`src/rtl/sentx_pkg.sv`:
```
package sentx_pkg;
  typedef enum logic [1:0] {
    ST_IDLE  = 2'd0,
    ST_START = 2'd1,
    ST_SHIFT = 2'd2
  } sh_state_e;
endpackage

```
`src/rtl/sentx_baud.sv`:
```
module sentx_baud #(
  parameter int DIV_W   = 16,
  parameter int DIV_RST = 3
) (
  input  logic             clk,
  input  logic             rst_n,
  input  logic             div_we,
  input  logic [DIV_W-1:0] div_wdata,
  output logic             tick
);
  logic [DIV_W-1:0] div_q;
  logic [DIV_W-1:0] cnt_q;

  // end of a bit period: counter has reached (or passed, after a shrink) the divider
  function automatic logic period_done(input logic [DIV_W-1:0] c, input logic [DIV_W-1:0] d);
    return c >= d;
  endfunction

  assign tick = period_done(cnt_q, div_q);

  always_ff @(posedge clk) begin
    if (!rst_n) begin
      div_q <= DIV_W'(DIV_RST);
      cnt_q <= '0;
    end else begin
      if (div_we) div_q <= div_wdata;
      if (tick) cnt_q <= '0;
      else      cnt_q <= cnt_q + DIV_W'(1);
    end
  end
endmodule

```
`src/rtl/sentx_hold.sv`:
```
module sentx_hold #(
  parameter int W = 16
) (
  input  logic         clk,
  input  logic         rst_n,
  input  logic         wr_en,
  input  logic [W-1:0] wr_data,
  input  logic         xfer,
  output logic [W-1:0] hold_q,
  output logic         hold_full,
  output logic         wr_accept
);
  // a word without any 1 has no sentinel and can never end a frame
  function automatic logic has_sentinel(input logic [W-1:0] v);
    return |v;
  endfunction

  assign wr_accept = wr_en && has_sentinel(wr_data);

  always_ff @(posedge clk) begin
    if (!rst_n) begin
      hold_q    <= '0;
      hold_full <= 1'b0;
    end else if (wr_accept) begin
      hold_q    <= wr_data;
      hold_full <= 1'b1;
    end else if (xfer) begin
      hold_full <= 1'b0;
    end
  end
endmodule

```
`src/rtl/sentx_shift.sv`:
```
module sentx_shift
  import sentx_pkg::*;
#(
  parameter int W = 16
) (
  input  logic         clk,
  input  logic         rst_n,
  input  logic         tick,
  input  logic         hold_full,
  input  logic [W-1:0] hold_q,
  output logic         xfer,
  output logic         txd,
  output logic         shift_empty
);
  sh_state_e    state_q;
  logic [W-1:0] sh_q;
  logic [W-1:0] sh_next;

  function automatic logic [W-1:0] shift_zero_fill(input logic [W-1:0] v);
    return {1'b0, v[W-1:1]};
  endfunction

  function automatic logic at_sentinel(input logic [W-1:0] v);
    return v == W'(1);
  endfunction

  assign sh_next     = shift_zero_fill(sh_q);
  assign xfer        = tick && (state_q == ST_IDLE) && hold_full;
  assign shift_empty = (state_q == ST_IDLE);
  assign txd         = (state_q == ST_START) ? 1'b0 : sh_q[0];

  always_ff @(posedge clk) begin
    if (!rst_n) begin
      state_q <= ST_IDLE;
      sh_q    <= W'(1);
    end else if (tick) begin
      unique case (state_q)
        ST_IDLE: begin
          if (hold_full) begin
            sh_q    <= hold_q;
            state_q <= ST_START;
          end
        end
        ST_START: begin
          state_q <= at_sentinel(sh_q) ? ST_IDLE : ST_SHIFT;
        end
        ST_SHIFT: begin
          sh_q <= sh_next;
          if (at_sentinel(sh_next)) state_q <= ST_IDLE;
        end
        default: state_q <= ST_IDLE;
      endcase
    end
  end
endmodule

```
`src/rtl/sentx_top.sv`:
```
module sentx_top #(
  parameter int W       = 16,
  parameter int DIV_W   = 16,
  parameter int DIV_RST = 3
) (
  input  logic             clk,
  input  logic             rst_n,
  input  logic             wr_en,
  input  logic [W-1:0]     wr_data,
  input  logic             div_we,
  input  logic [DIV_W-1:0] div_wdata,
  output logic             txd,
  output logic             hold_empty,
  output logic             shift_empty
);
  logic         tick;
  logic         xfer;
  logic         hold_full;
  logic         wr_accept;
  logic [W-1:0] hold_q;

  sentx_baud #(.DIV_W(DIV_W), .DIV_RST(DIV_RST)) u_baud (
    .clk(clk), .rst_n(rst_n), .div_we(div_we), .div_wdata(div_wdata), .tick(tick)
  );

  sentx_hold #(.W(W)) u_hold (
    .clk(clk), .rst_n(rst_n), .wr_en(wr_en), .wr_data(wr_data), .xfer(xfer),
    .hold_q(hold_q), .hold_full(hold_full), .wr_accept(wr_accept)
  );

  sentx_shift #(.W(W)) u_shift (
    .clk(clk), .rst_n(rst_n), .tick(tick), .hold_full(hold_full), .hold_q(hold_q),
    .xfer(xfer), .txd(txd), .shift_empty(shift_empty)
  );

  assign hold_empty = !hold_full;
endmodule

```
`config.mk`:
```
export PLATFORM = sky130hd
export DESIGN_NAME = sentx_top
export DESIGN_NICKNAME = d
export VERILOG_FILES = /design/src/rtl/sentx_pkg.sv /design/src/rtl/sentx_baud.sv /design/src/rtl/sentx_hold.sv /design/src/rtl/sentx_shift.sv /design/src/rtl/sentx_top.sv
export SDC_FILE = /design/constraint.sdc
export NUM_CORES = 1
export LEC_CHECK = 0
export BUFFER_PORTS_ARGS = -buffer_cell sky130_fd_sc_hd__buf_2
export CORE_MARGIN = 2
export CORE_UTILIZATION = 36
export DETAILED_ROUTE_END_ITERATION = 8
export PLACE_DENSITY = 0.65
export SYNTH_ARGS = -nofsm -noshare
export SYNTH_HDL_FRONTEND = slang
export SYNTH_SLANG_ARGS = --single-unit
```
`constraint.sdc`:
```
create_clock -name clk -period 3.5 [get_ports clk]
set_clock_uncertainty 0.2 [all_clocks]
set_input_delay 0.7 -clock clk [delete_from_list [all_inputs] [get_ports clk]]
set_output_delay 0.7 -clock clk [all_outputs]
set_load 0.1 [all_outputs]
```
==> summary.md, run 1 <==
| Metric | Value |
|---|---|
| Status | `complete, no violations` |
| Total leakage power | `1.65 nW` |
| Congestion Overflow GR | `0` |
| Ant. Diodes | `0` |
| CTS H-tree depth | `3` |
| Cell family with the largest share of critical-path delay | `compound AO/OA/AOI/OAI gates` |
| Clk_lat worst skew | `0.35 ns` |
| Hold Crit Depth | `2` |
| Cell Chain, Critical Path | `ha_1 > a21oi_1 > a2bb2oi_1 > nand3_1 > a22oi_1 > a31oi_1` |
| GRT Total Usage | `0.154` |
| CP Buf/Inv Count | `0` |
| Vias in the first global route | `2767` |
| Reg2Reg Capture Point | `u_shift.sh_q[3]` |
| Async S/R FF share, synth | `0` |
| Yosys warns | `0` |
| Area Overhead vs Synth | `11.6%` |
| Worst-margin pin slew | `1.00 ns` |
| Period minus WS final | `2.44 ns` |
| Hold endpoint | `u_hold.hold_q[4]` |
| Via density per instance | `5.22` |
| First drt pass iteration count | `5` |
| Layout cells sized above 1 | `0.157` |
| Max clock buf depth | `2` |
| Buffers on Ports | `38` |
| Hold Crit Class | `reg -> reg` |
| Crit. End Element | `register` |
| Synthesized area per cell | `8.81 µm²` |
| Die width | `103 µm` |
| HPWL Detailed | `5490 µm` |
| RSZ-0062 raised after global routing | `false` |
| Post-CTS setup buffers | `0` |
| CP max-delay cell | `nand3_1` |
| R2r worst-path depth | `6` |
| Syn_nets | `453` |
| Filler cells | `990` |
| DRC | `0` |
| GP Congestion | `0.807` |
| Pin count of the biggest net entering global routing | `33` |
| Drt total wl | `7880 µm` |
| Pwr Density | `416 nW/µm²` |
| Post-synth EDFFs | `0` |
| Endpoints failing hold | `0` |
| Initial antenna violation count | `0` |
| Most common cell after layout, fill and taps aside | `dfxtp_1` |
| PostCTS Resize Cnt | `0` |
| First-pass GRT wire length | `12900 µm` |
| Clock transition at path regs | `0.07 ns` |
| Unique masters post-synth | `47` |
| Flops & latches, synth | `67` |
| Seq/Total Area, Yosys | `0.381` |
| Drt first-iter violations | `194` |
| Core Footprint | `9640 µm²` |
| Slew headroom | `0.331` |
| Die H | `103 µm` |
| R2r setup slk | `1.06 ns` |
| Full die area | `10600 µm²` |
| Vias | `2947` |
| Critical path class | `reg -> reg` |
| Worst Setup Start Kind | `register` |
| RR Startpoint | `u_baud.cnt_q[13]` |
| Root Driver | `clkbuf_8` |
| I/O Pins | `39` |
| Pins Over Slew Limit | `0` |
| Avg WL per Cell | `14.0 µm` |
| CTS tree | `yes` |
| Synthesized area | `3520 µm²` |
| CTS hold repair buffers | `0` |
| Fmax achieved | `410 MHz` |
| Mapped Cells | `400` |
| CP arrival | `2.43 ns` |
| FF/Latch Area | `1340 µm²` |
| # rows | `36` |
| Setup Viol. Count Final | `0` |
| CP max FO | `16` |
| Max incr delay on CP | `0.50 ns` |
| Commonest non-fill, non-tap cells in the layout | `dfxtp_1 (67), nor2_1 (62), buf_2 (38)` |
| Fin crit share | `0.696` |
| ANT nets after route | `0` |
| Nets | `480` |
| Maximum vdd drop | `0.175 mV` |
| Max-cap check violation count | `0` |
| Final WS setup | `1.06 ns` |
| Total clock sinks | `67` |
| TNS Setup | `0 ns` |
| Num CTS Buffers | `9` |
| Initial cell density of the core | `0.366` |
| Top_reg_cell synth | `dfxtp_1` |
| Footprint of the multi-input gates | `1940 µm²` |
| Pre-CTS setup slack | `1.11 ns` |
| CP required | `3.49 ns` |
| Hold_sp | `u_hold.hold_q[4]` |
[Yosys cell counts, types with 2 or more instances]
library cell / number / area share
inv_1: 22 / 0.023
o21ai_1: 3 / 0.0043
buf_1: 2 / 0.0021
nor4_1: 7 / 0.012
and3_1: 2 / 0.0036
buf_2: 8 / 0.011
buf_6: 3 / 0.0096
nor2_1: 62 / 0.066
o21ai_0: 14 / 0.020
and4_1: 3 / 0.0075
buf_12: 2 / 0.011
clkbuf_1: 8 / 0.0085
xor2_1: 9 / 0.022
dfxtp_1: 67 / 0.38
nand4_1: 22 / 0.039
ha_1: 17 / 0.060
buf_4: 2 / 0.0043
a31oi_1: 17 / 0.030
nand2_1: 25 / 0.027
xnor2_1: 5 / 0.012
nand3_1: 8 / 0.011
mux2i_1: 37 / 0.11
a22oi_1: 17 / 0.036
a21oi_1: 15 / 0.021
[metal layers]
metal / vias to the layer above / GRT usage / share of wire
li1: 1492 / - / -
met1: 1374 / 0.205 / 0.46
met2: 64 / 0.241 / 0.47
met3: 17 / 0.0339 / 0.042
met4: 0 / 0.0638 / 0.022
met5: - / 0 / 0
[worst max-delay path by stage]
stage	from	endpoint	cells past startpoint
6_report	u_baud.cnt_q[13]	u_shift.sh_q[3]	6
5_1_grt	u_baud.div_q[13]	u_shift.state_q[0]	7
4_1_cts	u_shift.state_q[0]	shift_empty	2
3_5_place_dp	u_baud.cnt_q[13]	u_shift.sh_q[3]	6
3_3_place_gp	u_baud.cnt_q[13]	u_shift.state_q[0]	6
2_1_floorplan	u_shift.state_q[1]	txd	2
[state kept, by name, indices dropped and copies added (netlist names)]
signal and count:
u_baud.cnt_q 16, u_baud.div_q 16, u_hold.hold_full 1, u_hold.hold_q 16
u_shift.sh_q 16, u_shift.state_q 2
[cell families after synthesis]
logic type               after synthesis  synth area share
multiplexers                          37             0.105
AND/OR/NAND/NOR                      139             0.199
XOR/XNOR                              14            0.0348
AO/OA/AOI/OAI                         79             0.150
adder cells (fa/ha/maj)               17            0.0604
flip-flops                            67             0.381
buffers and inverters                 47            0.0707
[worst min-delay path: cells and delay by family (launching register included)]
kind	cells	cell delay [ns]
compound gates	1	0.06
flops	1	0.31
simple gates	1	0.05
[where the power goes]
part,internal [mW],leakage [nW],switching [mW]
Sequential,0.791,0.547,0.0214
Clock,0.342,0.106,0.296
Combinational,0.0790,1.00,0.109
Total,1.21,1.65,0.426
[through the flow]
stage	hold slack (ns)	area [µm²]	instances	utilization	total power, mW
finish	0.266	3930	565	0.408	1.64
global route	0.304	3930	565	0.408	1.71
CTS	0.268	3930	565	0.408	1.65
detailed placement	0.258	3740	549	0.388	1.02
global placement	0.244	3740	549	0.388	1.01
floorplan	0.230	3520	400	-	0.967
[cell type report]
| cell class | instances | area share |
|---|---|---|
| inverter | 22 | 0.0210 |
| clock buffer | 10 | 0.0350 |
| clock inverter | 6 | 0.0140 |
| multi-input combinational | 286 | 0.493 |
| tap | 133 | 0.0423 |
| sequential | 67 | 0.341 |
| timing repair buffer | 41 | 0.0541 |
Power figures use the tool's default switching activity.
==> inputs of run 2 (changes only) <==
PLACE_DENSITY = 0.67   (was 0.65)
clock period = 2.1 ns   (was 3.5 ns; I/O delays follow)
==> summary.md, run 2 (synthesis results as in run 1) <==
| Metric | Value |
|---|---|
| CP max FO | `6 (-10)` |
| CTS hold repair buffers | `0 (unchanged)` |
| Core Util, Final | `0.461 (+0.0533)` |
| Area Overhead vs Synth | `26.2%` |
| Initial cell density of the core | `0.366 (unchanged)` |
| Nets | `516 (+7.5%)` |
| Flop pwr share | `0.486 (-0.010)` |
| Via density per instance | `5.12 (-1.7%)` |
| CTS tree | `yes` |
| Reg2Reg Capture Point | `u_shift.sh_q[0]` |
| Pin count of the biggest net entering global routing | `28 (-15%)` |
| Final cell count without fillers | `601 (+6.4%)` |
| Maximum vdd drop | `0.276 mV (+58%)` |
| Internal power | `2.03 mW (+68%)` |
| Ant. Diodes | `0 (unchanged)` |
| Die H | `103 µm (unchanged)` |
| Clk_lat worst skew | `0.35 ns (about the same)` |
| Endpoints failing hold | `0 (unchanged)` |
| RSZ-0062 raised after global routing | `true` |
| Layout cells sized above 1 | `0.301 (+0.144)` |
| Initial antenna violation count | `0 (unchanged)` |
| R2r worst-path depth | `7 (+1)` |
| Hold Crit Depth | `3 (+1)` |
| Setup Viol. Count Final | `2 (+2)` |
| Drt total wl | `8440 µm (+7.1%)` |
| CTS H-tree depth | `3 (unchanged)` |
| DRC | `0 (unchanged)` |
| FF/Latch Area | `1350 µm² (+0.93%)` |
| Full die area | `10600 µm² (unchanged)` |
| Core Footprint | `9640 µm² (unchanged)` |
| I/O Pins | `39 (unchanged)` |
| Logic pwr share | `0.133 (+0.018)` |
| Fin crit share | `1.00 (+0.308)` |
| Final WS setup | `-0.00951 ns (-1.07 ns)` |
| Congestion Overflow GR | `0 (unchanged)` |
| Root Driver | `clkbuf_8` |
| Footprint of the multi-input gates | `2110 µm² (+8.7%)` |
| Switching share of power | `0.269 (+0.00899)` |
| Max clock buf depth | `2 (unchanged)` |
| Pins Over Slew Limit | `0 (unchanged)` |
| Commonest non-fill, non-tap cells in the layout | `nor2_1 (59), dfxtp_1 (57), mux2i_1 (37), buf_2 (37), buf_4 (30)` |
| Crit. End Element | `register` |
| Vias | `3080 (+4.5%)` |
| ANT nets after route | `0 (unchanged)` |
| Clock transition at path regs | `0.07 ns (about the same)` |
| CP required | `2.14 ns (-1.35 ns)` |
| CP arrival | `2.15 ns (-0.28 ns)` |
| Filler cells | `919 (-7.2%)` |
| Max-cap check violation count | `0 (unchanged)` |
| Vias in the first global route | `2896 (+4.7%)` |
| First drt pass iteration count | `5 (unchanged)` |
| Critical path class | `reg -> reg` |
| First-pass GRT wire length | `13400 µm (+4.1%)` |
| Slew headroom | `0.669 (+0.338)` |
| Total clock sinks | `67 (unchanged)` |
| GP Congestion | `0.822 (+1.7%)` |
| Drt first-iter violations | `147 (-24%)` |
| Pwr Density | `625 nW/µm² (+50%)` |
| Failing checks | `negative setup slack` |
| RR Startpoint | `u_baud.div_q[13]` |
| Num CTS Buffers | `9 (unchanged)` |
| Avg WL per Cell | `14.0 µm (+0.65%)` |
| Worst-margin pin slew | `0.497 ns (-0.507 ns)` |
| Period minus WS final | `2.11 ns (-0.328 ns)` |
| Pwr Total | `2.78 mW (+70%)` |
| Placed cells | `575 (+4.7%)` |
| R2r setup slk | `-0.01 ns (-1.07 ns)` |
| # rows | `36 (unchanged)` |
| GRT Total Usage | `0.161 (+0.00716)` |
| HPWL Detailed | `5740 µm (+4.7%)` |
| Switch Pwr | `0.748 mW (+76%)` |
| Status | `finished, violations left` |
| Hold Crit Class | `in -> reg` |
| Worst Setup Start Kind | `register` |
| Most common cell after layout, fill and taps aside | `nor2_1` |
| Clk pwr share | `0.381 (-0.008)` |
| Hold_sp | `div_wdata[0]` |
| Fmax achieved | `474 MHz (+16%)` |
| Total leakage power | `1.85 nW (+12%)` |
| Die width | `103 µm (unchanged)` |
| Buffers on Ports | `38 (unchanged)` |
| Hold endpoint | `u_baud.div_q[0]` |
## run 2: cell types whose count changed in the layout (fill, tap and decap cells not counted), sizes merged
| cell | previous run | this run |
|---|---|---|
| clkbuf | 10 | 11 |
| nand4 | 23 | 24 |
| clkinv | 5 | 4 |
| buf | 41 | 73 |
| and3 | 3 | 4 |
| clkinvlp | 0 | 2 |
## run 2: area by class of cell
cell class / instances / area share
clock buffer: 9 / 0.0279
tap: 133 / 0.0374
inverter: 22 / 0.0186
clock inverter: 7 / 0.0155
multi-input combinational: 288 / 0.474
sequential: 67 / 0.304
timing repair buffer: 75 / 0.123
## run 2: worst max-delay path, stage by stage, from the launching register on
cell and delay [ns]:
dfxtp_2 0.34, inv_2 0.05, ha_4 0.27, and4_1 0.23, nand4b_1 0.21, and3_4 0.25
a31o_4 0.23, a211o_1 0.24
## run 2: worst max path at each step
stage                          start               end  slack (ns)  depth (start not counted)
finish              u_baud.div_q[13]   u_shift.sh_q[0]       -0.01                          7
global route        u_baud.div_q[12]  u_hold.hold_full       -0.11                          8
CTS                  u_baud.cnt_q[0]   u_shift.sh_q[8]      -0.002                          8
detailed placement  u_baud.div_q[13]   u_shift.sh_q[0]       -0.02                          7
global placement    u_baud.cnt_q[10]   u_shift.sh_q[0]        0.03                          7
floorplan            u_baud.cnt_q[0]  u_shift.sh_q[10]        0.05                          9
## run 2: routing by layer
metal | vias up | share of wire | global-route usage | wire (µm)
li1 | 1567 | - | - | -
met5 | - | 0 | 0 | 0
met2 | 85 | 0.46 | 0.260 | 3920
met4 | 0 | 0.016 | 0.0587 | 136
met1 | 1413 | 0.46 | 0.210 | 3920
met3 | 15 | 0.055 | 0.0393 | 462
## run 2: power by group through the flow
stage | logic (mW) | registers, mW | clock network, mW
after floorplan | 0.243 | 1.37 | 0
after global placement | 0.334 | 1.38 | 0
after detailed placement | 0.340 | 1.38 | 0
after CTS | 0.347 | 1.35 | 1.09
after global routing | 0.411 | 1.36 | 1.14
final | 0.371 | 1.35 | 1.06
## run 2: stage by stage
| stage | hold WS, ns | TNS [ns] | worst slack (ns) | instance area (µm²) |
|---|---|---|---|---|
| finish | 0.0914 | -0.0136 | -0.00951 | 4450 |
| global route | 0.0981 | -2.44 | -0.105 | 4450 |
| CTS | 0.0828 | -0.00183 | -0.00183 | 4240 |
| detailed placement | 0.259 | -0.0171 | -0.0171 | 3990 |
| global placement | 0.250 | 0 | 0.0335 | 3990 |
| floorplan | 0.207 | 0 | 0.0459 | 3530 |
## run 2: repair_timing
action | 4_1_cts | 5_1_grt
resized for setup | 12 | 40
setup endpoints to repair | 6 | 36
setup buffers | 1 | 6
gates cloned | 1 | 2
hold endpoints to repair | 0 | 0
pin swaps | 4 | 25
==> inputs of run 3 (changes only) <==
SKIP_CTS_REPAIR_TIMING = 1   (was default)
==> summary.md, run 3 (synthesis results as in run 1) <==
| Metric | Value |
|---|---|
| Max clock buf depth | `2 (unchanged)` |
| Initial antenna violation count | `0 (unchanged)` |
| Pin count of the biggest net entering global routing | `28 (unchanged)` |
| Drt total wl | `8230 µm (-2.5%)` |
| Final WS setup | `0.0114 ns (+0.0209 ns)` |
| Avg WL per Cell | `13.8 µm (-1.8%)` |
| GP Congestion | `0.822 (unchanged)` |
| Max-cap check violation count | `0 (unchanged)` |
| Total leakage power | `1.84 nW (-0.53%)` |
| Die H | `103 µm (unchanged)` |
| Internal power | `2.03 mW (about the same)` |
| # rows | `36 (unchanged)` |
| Pre-CTS setup slack | `-0.0171 ns (unchanged)` |
| Num CTS Buffers | `9 (unchanged)` |
| Design Area, Final | `4390 µm² (-1.2%)` |
| Hold Crit Class | `in -> reg` |
| First-pass GRT wire length | `13100 µm (-2.3%)` |
| R2r setup slk | `0.01 ns (+0.02 ns)` |
| Worst Setup Start Kind | `register` |
| Wire length on met2 | `3820 µm (-2.6%)` |
| Clk_lat worst skew | `0.35 ns (about the same)` |
| Endpoints failing hold | `0 (unchanged)` |
| CTS H-tree depth | `3 (unchanged)` |
| Clock transition at path regs | `0.07 ns (about the same)` |
| Initial cell density of the core | `0.366 (unchanged)` |
| DP Area | `3990 µm² (unchanged)` |
| Congestion Overflow GR | `0 (unchanged)` |
| Drt first-iter violations | `151 (+2.7%)` |
| CP required | `2.14 ns (about the same)` |
| Clk pwr share | `0.381 (about the same)` |
| Critical path class | `reg -> reg` |
| Commonest non-fill, non-tap cells in the layout | `nor2_1 (61), dfxtp_1 (58), mux2i_1 (37), buf_2 (37), buf_4 (27)` |
| Pwr Total | `2.78 mW (about the same)` |
| Crit. End Element | `register` |
| Setup Viol. Count Final | `0 (-2)` |
| Buffers on Ports | `38 (unchanged)` |
| Maximum vdd drop | `0.279 mV (+0.86%)` |
| Core Footprint | `9640 µm² (unchanged)` |
| Total clock sinks | `67 (unchanged)` |
| Pwr Density | `633 nW/µm² (+1.2%)` |
| CP arrival | `2.13 ns (-0.02 ns)` |
| Ant. Diodes | `0 (unchanged)` |
| TNS Setup | `0 ns (+0.0136 ns)` |
| ANT nets after route | `0 (unchanged)` |
| GRT Total Usage | `0.157 (-0.00410)` |
| Status | `complete, no violations` |
| Fmax achieved | `479 MHz (+1.0%)` |
| First drt pass iteration count | `4 (-1)` |
| Pins Over Slew Limit | `0 (unchanged)` |
| Via density per instance | `5.12 (about the same)` |
| Full die area | `10600 µm² (unchanged)` |
| I/O Pins | `39 (unchanged)` |
| Switching share of power | `0.269 (-0.000362)` |
| Vias in the first global route | `2868 (-0.97%)` |
| DR top layer | `met4` |
| Period minus WS final | `2.09 ns (-0.0209 ns)` |
| Switch Pwr | `0.747 mW (-0.17%)` |
| Worst hold margin | `0.0952 ns (+0.00382 ns)` |
| Root Driver | `clkbuf_8` |
| Layout cells sized above 1 | `0.289 (-0.0125)` |
| Met1 wire length | `3920 µm (about the same)` |
| Worst-margin pin slew | `0.497 ns (-0.0000807 ns)` |
| Most common cell after layout, fill and taps aside | `nor2_1` |
| RSZ-0062 raised after global routing | `true` |
| Slew headroom | `0.669 (about the same)` |
| Logic pwr share | `0.133 (about the same)` |
| CP max FO | `4 (-2)` |
| Area Overhead vs Synth | `24.7%` |
| HPWL Detailed | `5740 µm (unchanged)` |
| CTS tree | `yes` |
| Flop pwr share | `0.487 (about the same)` |
| Die width | `103 µm (unchanged)` |
| Fin crit share | `0.995 (-0.00995)` |
| Filler cells | `930 (+1.2%)` |
| DRC | `0 (unchanged)` |
| Nets | `512 (-0.78%)` |
| WL met3 | `363 µm (-21%)` |
| Vias | `3058 (-0.71%)` |
run 3: cell count changes in the layout (fill, tap and decap cells not counted), sizes merged:
cell | previous run | this run
nand4 | 24 | 23
clkbuf | 11 | 10
buf | 73 | 71
run 3: area by class of cell:
type                       count  area, µm²  area share
clock inverter                 7       68.8      0.0157
tap                          133        166      0.0379
multi-input combinational    287       2090       0.476
clock buffer                   9        124      0.0282
sequential                    67       1350       0.308
timing repair buffer          72        509       0.116
inverter                      22       82.6      0.0188
run 3: worst paths after layout:
path	startpoint	to	cells past startpoint
max reg2reg	u_baud.cnt_q[12]	u_shift.sh_q[0]	6
min	div_wdata[0]	u_baud.div_q[0]	3
max	u_baud.cnt_q[12]	u_shift.sh_q[0]	6
min reg2reg	u_hold.hold_q[7]	u_hold.hold_q[7]	2
run 3: power groups by stage:
| stage | combinational [mW] | sequential (mW) | clock, mW |
|---|---|---|---|
| 6_report | 0.369 | 1.35 | 1.06 |
| 5_1_grt | 0.408 | 1.36 | 1.14 |
| 3_3_place_gp | 0.334 | 1.38 | 0 |
| 2_1_floorplan | 0.243 | 1.37 | 0 |
| 4_1_cts | 0.342 | 1.35 | 1.09 |
| 3_5_place_dp | 0.340 | 1.38 | 0 |
run 3: metrics by stage:
stage,utilization,instances
CTS,0.434,591
global route,0.456,597
global placement,0.414,575
finish,0.456,597
floorplan,-,400
detailed placement,0.414,575
run 3: per-layer routing:
layer / GRT usage / up-vias
met5: 0 / -
met4: 0.0587 / 0
met3: 0.0393 / 13
met2: 0.252 / 61
met1: 0.204 / 1430
li1: - / 1554
run 3: worst max-delay path, cell delays in order, from the launching register on:
cell	delay, ns
dfxtp_1	0.35
ha_1	0.31
and4_4	0.22
nand4b_1	0.18
and3_4	0.25
a31o_4	0.22
a211o_1	0.24
